===== src/rtl/sdram_cmd_monitor.sv =====
module sdram_cmd_monitor #(
  parameter int BANK_W     = 2,
  parameter int TRACK_BANK = 0,
  parameter int CNT_W      = 8
) (
  input  logic              clk,
  input  logic              rst_n,
  input  logic              cs_n,
  input  logic              ras_n,
  input  logic              cas_n,
  input  logic              we_n,
  input  logic [BANK_W-1:0] bank,
  input  logic              ap_flag,
  input  logic [CNT_W-1:0]  wr_cycles,
  input  logic [CNT_W-1:0]  rc_cycles,
  input  logic [CNT_W-1:0]  mrd_cycles,
  output logic              illegal,
  output logic [2:0]        bank_state
);
  localparam logic [2:0] ST_IDLE = 3'd0;
  localparam logic [2:0] ST_ACT  = 3'd1;
  localparam logic [2:0] ST_WR   = 3'd2;
  localparam logic [2:0] ST_WRAP = 3'd3;
  localparam logic [2:0] ST_REF  = 3'd4;
  localparam logic [2:0] ST_MODE = 3'd5;
  localparam logic [BANK_W-1:0] TB = BANK_W'(TRACK_BANK);
  localparam logic [CNT_W-1:0]  ONE = CNT_W'(1);

  logic [2:0]       st;
  logic [CNT_W-1:0] cnt;
  logic             ill;

  wire sel    = ~cs_n;
  wire c_nop  = sel &  ras_n &  cas_n &  we_n;
  wire c_bst  = sel &  ras_n &  cas_n & ~we_n;
  wire c_rd   = sel &  ras_n & ~cas_n &  we_n;
  wire c_wr   = sel &  ras_n & ~cas_n & ~we_n;
  wire c_act  = sel & ~ras_n &  cas_n &  we_n;
  wire c_pre  = sel & ~ras_n &  cas_n & ~we_n;
  wire c_ref  = sel & ~ras_n & ~cas_n &  we_n;
  wire c_mrs  = sel & ~ras_n & ~cas_n & ~we_n;
  wire hit    = (bank == TB);
  wire pre_on = c_pre & (hit | ap_flag);

  always_comb begin
    case (st)
      ST_IDLE:      ill = (c_rd | c_wr) & hit;
      ST_ACT:       ill = (c_act & hit) | c_ref | c_mrs;
      ST_WR,
      ST_WRAP:      ill = c_bst | c_ref | c_mrs | ((c_rd | c_wr | c_act) & hit) | pre_on;
      default:      ill = sel & ~c_nop;
    endcase
  end

  always_ff @(posedge clk or negedge rst_n) begin
    if (!rst_n) begin
      st  <= ST_IDLE;
      cnt <= '0;
    end else begin
      case (st)
        ST_IDLE: if (!ill) begin
          if (c_act && hit) st <= ST_ACT;
          else if (c_ref) begin
            st  <= ST_REF;
            cnt <= rc_cycles;
          end else if (c_mrs) begin
            st  <= ST_MODE;
            cnt <= mrd_cycles;
          end
        end
        ST_ACT: if (!ill) begin
          if (c_wr && hit) begin
            st  <= ap_flag ? ST_WRAP : ST_WR;
            cnt <= wr_cycles;
          end else if (pre_on) st <= ST_IDLE;
        end
        ST_WR, ST_WRAP, ST_REF, ST_MODE: begin
          if (cnt <= ONE) st <= (st == ST_WR) ? ST_ACT : ST_IDLE;
          else            cnt <= cnt - ONE;
        end
        default: st <= ST_IDLE;
      endcase
    end
  end

  assign illegal    = ill;
  assign bank_state = st;
endmodule


===== config.mk =====
export PLATFORM = sky130hd
export DESIGN_NAME = sdram_cmd_monitor
export DESIGN_NICKNAME = d
export VERILOG_FILES = /design/src/rtl/sdram_cmd_monitor.sv
export SDC_FILE = /design/constraint.sdc
export NUM_CORES = 1
export LEC_CHECK = 0
export CAP_MARGIN = 40
export CORE_ASPECT_RATIO = 1.25
export CORE_UTILIZATION = 40
export CTS_CLUSTER_SIZE = 12
export DETAILED_ROUTE_END_ITERATION = 7
export HOLD_SLACK_MARGIN = 0.05
export PLACE_DENSITY_LB_ADDON = 0.12
export REMOVE_ABC_BUFFERS = 1
export SLEW_MARGIN = 10
export SYNTH_ARGS = -nofsm -noshare
export SYNTH_HDL_FRONTEND = slang
export SYNTH_SLANG_ARGS = --single-unit

===== constraint.sdc =====
create_clock -name clk -period 3.9 [get_ports clk]
set_input_delay 0.78 -clock clk [delete_from_list [all_inputs] [get_ports clk]]
set_output_delay 0.78 -clock clk [all_outputs]
set_load 0.01 [all_outputs]

==> results of run 1 <==
## per-layer routing
layer	vias up	track usage [%]	routed length, um
met2	33	40.9	1580
met4	0	13.1	98
li1	581	-	-
met3	12	6.40	132
met1	566	25.7	1160
met5	-	0	0
## registers in the layout, indices dropped and copies added (netlist names)
signal and flops:
cnt 8, bank_state 3
## through the flow
| step | worst slack, ns | cell area (sq um) | hold slack, ns |
|---|---|---|---|
| floorplan | 1.25 | 1040 | 0.484 |
| global route | 0.00435 | 1480 | 0.622 |
| CTS | 0.241 | 1480 | 0.593 |
| global placement | 0.309 | 1450 | 0.569 |
| finish | 0.228 | 1480 | 0.587 |
| detailed placement | 0.254 | 1450 | 0.583 |
## final cells by class
type / count / area [sq um]
sequential: 11 / 275
clock buffer: 4 / 26.3
fill: 226 / 1000
tap: 33 / 41.3
inverter: 8 / 30.0
timing repair buffer: 38 / 373
multi-input combinational: 108 / 732
## path summary, 6_finish.rpt
path	start	to	slack, ns	cells after the start
worst max-delay path	we_n	illegal	0.23	7
worst min-delay path	cnt[6]$_DFFE_PN0P_	cnt[6]$_DFFE_PN0P_	0.59	2
worst max register to register	bank_state[2]$_DFFE_PN0P_	cnt[7]$_DFFE_PN0P_	1.46	8
worst min register to register	cnt[6]$_DFFE_PN0P_	cnt[6]$_DFFE_PN0P_	0.59	2
max in group asynchronous	rst_n	cnt[4]$_DFFE_PN0P_	2.71	1
min in group asynchronous	rst_n	cnt[7]$_DFFE_PN0P_	0.85	1
## worst max-delay path, cell delays in order
cell	delay (ns)
clkdlybuf4s50_1	0.58
nor3b_1	0.28
o21ai_1	0.16
a32oi_1	0.28
or2_2	0.17
o31a_1	0.12
clkdlybuf4s50_1	0.52
## cells by family after synthesis
family          count (synthesis)  share of synthesized area (%)
buf+inv                        11                           4.51
simple gates                   46                           21.9
fa+ha+maj                       4                           4.75
flops                          11                           26.1
mux                            14                           13.5
xor+xnor                        1                          0.831
compound gates                 43                           28.4
## power groups by stage
stage	Sequential [mW]	Combinational, mW	Clock, mW
6_report	0.243	0.520	0.0771
5_1_grt	0.253	0.575	0.0895
4_1_cts	0.241	0.521	0.0814
3_5_place_dp	0.242	0.517	0
3_3_place_gp	0.240	0.506	0
2_1_floorplan	0.229	0.351	0
## placed cells by master (no fill, tap or decap), drive strengths merged, types with 2 or more instances in the layout
cell,Yosys,routed
a221oi,2,2
dfrtp,11,11
mux2i,12,12
o41ai,2,2
a311oi,2,2
inv,8,8
ha,4,4
buf,3,2
nor3b,2,2
clkbuf,0,4
mux2,2,2
o211ai,3,3
nor2,12,12
nor4,3,3
o21ai,13,13
a31oi,3,3
or4,3,3
clkdlybuf4s50,0,36
o221ai,2,2
o311ai,2,2
a21oi,5,5
nand2,11,11
nor3,3,3
nand3,5,5
or3,2,2
==> metrics.md, run 1 <==
| Metric | Value |
|---|---|
| DRT antenna net count | `0` |
| Crit path launch type | `input port` |
| Die Height | `59.4 um` |
| Worst Hold Class | `register to register` |
| Sequential Power Share | `28.9%` |
| Unrepaired setup endpoints after global routing | `no` |
| Avg Cell Area, Syn | `8.11 sq um` |
| Vias per std cell | `5.90` |
| Drt total wl | `2960 um` |
| Vias in the first global route | `1,149` |
| DP HPWL | `2360 um` |
| Maxcap violations | `0` |
| Cells after Synth | `130` |
| Fraction of power spent switching nets | `45.9%` |
| Final hold viol count | `0` |
| Total track usage | `24.0%` |
| Num rows | `20` |
| Placed Cells | `198` |
| Post-CTS Hold Fix Bufs | `0` |
| Crit Path Class | `input port to output port` |
| Final cycle utilization of the critical path | `94.1%` |
| Clk pwr share | `9.2%` |
| Post-synth top area cell | `dfrtp_1` |
| Share of layout cells above drive strength 1 | `6.51%` |
| Top Ports | `37` |
| Skew final | `0.00359 ns` |
| Slew headroom | `62.6%` |
| Clk_lat worst skew | `0.27 ns` |
| Clock buffer depth | `2` |
| Clock slew at reported path FFs | `0.06 ns` |
| Yosys warns | `0` |
| Psw | `0.386 mW` |
| Outcome | `finished, final reports clean` |
| DIE WIDTH | `47.9 um` |
| #FFs+latches synth | `11` |
| Nets | `207` |
| Finished Layout Cells | `202` |
| Leakage power | `0.566 nW` |
| Post-synth top flop | `dfrtp_1` |
| Ys async rst share | `100%` |
| Pwr dens | `569 nW/um^2` |
| Worst Setup End Kind | `output port` |
| Final GP Congestion | `0.891` |
| DRT Pass-1 Iters | `4` |
| Setup violations, final | `0` |
| Count of input and output buffers | `36` |
| Post-synth EDFFs | `0` |
| Core Area | `2480 sq um` |
| DR vias | `1,192` |
| Global-route wire length before repair | `4820 um` |
| Crit path max fanout | `7` |
| Fin util | `59.6%` |
| Setup bufs post-CTS | `0` |
| Commonest cells post-synth | `mux2i_1 (12), nor2_1 (12), o21ai_0 (12)` |
| Post-Syn Area | `1050 sq um` |
| Drc violations | `0` |
| Gr ovfl total | `0` |
| Post-layout power | `0.840 mW` |
| Slew Viols, Final | `0` |
| Cell-internal power | `0.454 mW` |
| Area Growth Syn to Fin | `40.1%` |
| ANT cells | `0` |
| 1st-iter DRT viols | `39` |
| CTS sink cnt | `11` |
| Initial core utilization | `42.6%` |
| Setup_tns | `0 ns` |
| Slew @ Worst Pin | `0.562 ns` |
| Combinational Power Share | `61.9%` |
| WP data arrival | `2.89 ns` |
| Initial antenna violation count | `0` |
| Synth top area cells | `dfrtp_1 (26%), mux2i_1 (11%), o21ai_0 (5.7%), ha_1 (4.7%), nor2_1 (4.3%)` |
| CTS Root Cell | `clkbuf_4` |
| Seq/Total Area, Yosys | `26.1%` |
| Unique cell type count in the Yosys netlist | `43` |
| Pin count of the biggest net entering global routing | `16` |
| Yosys top cell area share | `26.1%` |
| Highest clock rate | `0.272 GHz` |
| Cts bufs inserted | `3` |
| Post-CTS resize count | `0` |
| Htree depth | `1` |
| VDD IR max | `0.350 mV` |
| CP required | `3.12 ns` |
| Die area | `2850 sq um` |
| CTS tree | `done` |
| WL/cell | `14.7 um` |
| Period minus WS final | `3.67 ns` |
Power figures use the tool's default switching activity.
==> run 2, diff against run 1 <==
--- a/config.mk
+++ b/config.mk
@@ -12,6 +12,7 @@
 export DETAILED_ROUTE_END_ITERATION = 7
 export HOLD_SLACK_MARGIN = 0.05
 export PLACE_DENSITY_LB_ADDON = 0.12
+export RECOVER_POWER = 25
 export REMOVE_ABC_BUFFERS = 1
 export SLEW_MARGIN = 10
 export SYNTH_ARGS = -nofsm -noshare
==> run 2 against run 1 <==
Against the previous run: register-to-register slack about the same; largest power group unchanged; setup slack improved by 0.00077 ns; global-route usage unchanged; sequential share of layout area unchanged; cell count unchanged; critical path depth unchanged.
==> metrics.md, run 2 (same netlist as run 1, synthesis figures left out) <==
| Metric | Value |
|---|---|
| Post-CTS Hold Fix Bufs | `0 (unchanged)` |
| Most common cell on crit path | `clkdlybuf4s50_1` |
| Die Height | `59.4 um (unchanged)` |
| Clock slew at reported path FFs | `0.06 ns (about the same)` |
| Setup violations, final | `0 (unchanged)` |
| Final cycle utilization of the critical path | `94.1% (about the same)` |
| Post-CTS resize count | `0 (unchanged)` |
| Slew @ Worst Pin | `0.560 ns (-0.00153 ns)` |
| DR vias | `1,179 (-1.1%)` |
| Global-route wire length before repair | `4820 um (unchanged)` |
| Drt total wl | `2960 um (-0.17%)` |
| Pin count of the biggest net entering global routing | `16 (unchanged)` |
| Worst setup margin | `0.229 ns (+0.000766 ns)` |
| Share of layout cells above drive strength 1 | `6.51% (unchanged)` |
| Initial antenna violation count | `0 (unchanged)` |
| ANT cells | `0 (unchanged)` |
| Unrepaired setup endpoints after global routing | `no` |
| Vias in the first global route | `1,149 (unchanged)` |
| CTS tree | `done` |
| Crit path max fanout | `7 (unchanged)` |
| CP required | `3.12 ns (about the same)` |
| Highest clock rate | `0.272 GHz (about the same)` |
| Commonest cells after routing, fill and taps aside | `clkdlybuf4s50_1 (35), nor2_1 (12), o21ai_0 (12), mux2i_1 (12)` |
| Fill cells | `226 (unchanged)` |
| Multi-input logic area | `732 sq um (unchanged)` |
| DP HPWL | `2360 um (unchanged)` |
| Commonest non-fill, non-tap cell in the layout | `clkdlybuf4s50_1` |
| Cts bufs inserted | `3 (unchanged)` |
| Hold Worst Slack | `0.590 ns (+0.00264 ns)` |
| Cell Chain, Critical Path | `clkdlybuf4s50_1, nor3b_1, o21ai_1, a32oi_1, or2_2, o31a_1, clkdlybuf4s50_1` |
| CP max-delay cell | `clkdlybuf4s50_1` |
| VDD IR max | `0.351 mV (+0.24%)` |
| Pwr dens | `568 nW/um^2 (-0.11%)` |
| Outcome | `finished, final reports clean` |
| Slew headroom | `62.7% (+0.10 points)` |
| Crit Path Class | `input port to output port` |
| WP data arrival | `2.89 ns (about the same)` |
| Dpl cell area | `1450 sq um (unchanged)` |
| Buf/Inv on CP | `2 (unchanged)` |
| Pre-CTS WS | `0.254 ns (unchanged)` |
| Period minus WS final | `3.67 ns (-0.000766 ns)` |
| Count of input and output buffers | `36 (unchanged)` |
| Setup_tns | `0 ns (unchanged)` |
| Setup bufs post-CTS | `0 (unchanged)` |
| Worst Setup End Kind | `output port` |
| Clock buffer depth | `2 (unchanged)` |
| DIE WIDTH | `47.9 um (unchanged)` |
| CTS Root Cell | `clkbuf_4` |
| Final GP Congestion | `0.891 (unchanged)` |
| CP max stage delay | `0.57 ns (about the same)` |
| WL/cell | `14.6 um (-0.17%)` |
| Initial core utilization | `42.6% (unchanged)` |
| Vias per std cell | `5.84 (-1.1%)` |
| Worst Hold Class | `register to register` |
| DRT antenna net count | `0 (unchanged)` |
| Clk_lat worst skew | `0.27 ns (about the same)` |
| Post-route cell area | `1480 sq um (unchanged)` |
| Core Area | `2480 sq um (unchanged)` |
| Register area | `275 sq um (unchanged)` |
| Gr ovfl total | `0 (unchanged)` |
| Die area | `2850 sq um (unchanged)` |
| Num rows | `20 (unchanged)` |
| Post-layout power | `0.839 mW (-0.11%)` |
| Skew final | `0.00393 ns (+0.000334 ns)` |
| Maxcap violations | `0 (unchanged)` |
| Area Growth Syn to Fin | `40.1% (unchanged)` |
| Fin util | `59.6% (unchanged)` |
| CP delay by family, top | `buffers and inverters` |
| Total track usage | `24.0% (unchanged)` |
| Leakage power | `0.566 nW (about the same)` |
| CTS sink cnt | `11 (unchanged)` |
| Largest register FFs | `8 (unchanged)` |
| Top Ports | `37 (unchanged)` |
| Htree depth | `1 (unchanged)` |
| Slew Viols, Final | `0 (unchanged)` |
| Finished Layout Cells | `202 (unchanged)` |
| Placed Cells | `198 (unchanged)` |
| Crit path launch type | `input port` |
| 1st-iter DRT viols | `39 (unchanged)` |
| Largest Register | `cnt` |
| Nets | `207 (unchanged)` |
| Final hold viol count | `0 (unchanged)` |
| Drc violations | `0 (unchanged)` |
| DRT Pass-1 Iters | `4 (unchanged)` |
-- run 2: changes by cell type in the layout (fill, tap and decap cells not counted), sizes merged --
cell,delta
clkdlybuf4s50,-1
dlygate4sd3,+1
-- run 2: worst register-to-register path: cells and delay by family (launching register included) --
family,cells,cell delay [ns]
fa+ha+maj,1,0.47
simple gates,1,0.14
buf+inv,3,0.52
compound gates,3,0.70
flops,1,0.49
-- run 2: layout make-up --
type | instances | area share (%)
sequential | 11 | 18.6
timing repair buffer | 38 | 25.2
multi-input combinational | 108 | 49.5
clock buffer | 4 | 1.78
tap | 33 | 2.79
inverter | 8 | 2.03
-- run 2: power by group --
part	switching [mW]	internal (mW)
registers	0.0741	0.169
clock network	0.0374	0.0396
logic	0.274	0.245
-- run 2: routing by layer --
metal	vias to the layer above	routed length [um]	GRT usage, %
met5	-	0	0
met4	0	92	13.1
met3	10	147	6.40
met2	33	1580	40.9
met1	556	1140	25.7
li1	580	-	-
-- run 2: final timing paths --
path | from | end | slack, ns | cells after the start
worst min-delay path | cnt[6]$_DFFE_PN0P_ | cnt[6]$_DFFE_PN0P_ | 0.59 | 2
worst min register to register | cnt[6]$_DFFE_PN0P_ | cnt[6]$_DFFE_PN0P_ | 0.59 | 2
worst max register to register | bank_state[2]$_DFFE_PN0P_ | cnt[7]$_DFFE_PN0P_ | 1.46 | 8
max in group asynchronous | rst_n | cnt[4]$_DFFE_PN0P_ | 2.64 | 1
worst max-delay path | we_n | illegal | 0.23 | 7
min in group asynchronous | rst_n | cnt[7]$_DFFE_PN0P_ | 0.91 | 1
==> run 3, diff against run 2 <==
--- a/config.mk
+++ b/config.mk
@@ -8,6 +8,7 @@
 export CAP_MARGIN = 40
 export CORE_ASPECT_RATIO = 1.25
 export CORE_UTILIZATION = 40
+export CTS_CLUSTER_DIAMETER = 30
 export CTS_CLUSTER_SIZE = 12
 export DETAILED_ROUTE_END_ITERATION = 7
 export HOLD_SLACK_MARGIN = 0.05
==> results of run 3 <==
Final layout, timing and power as in run 2 (identical DEF).
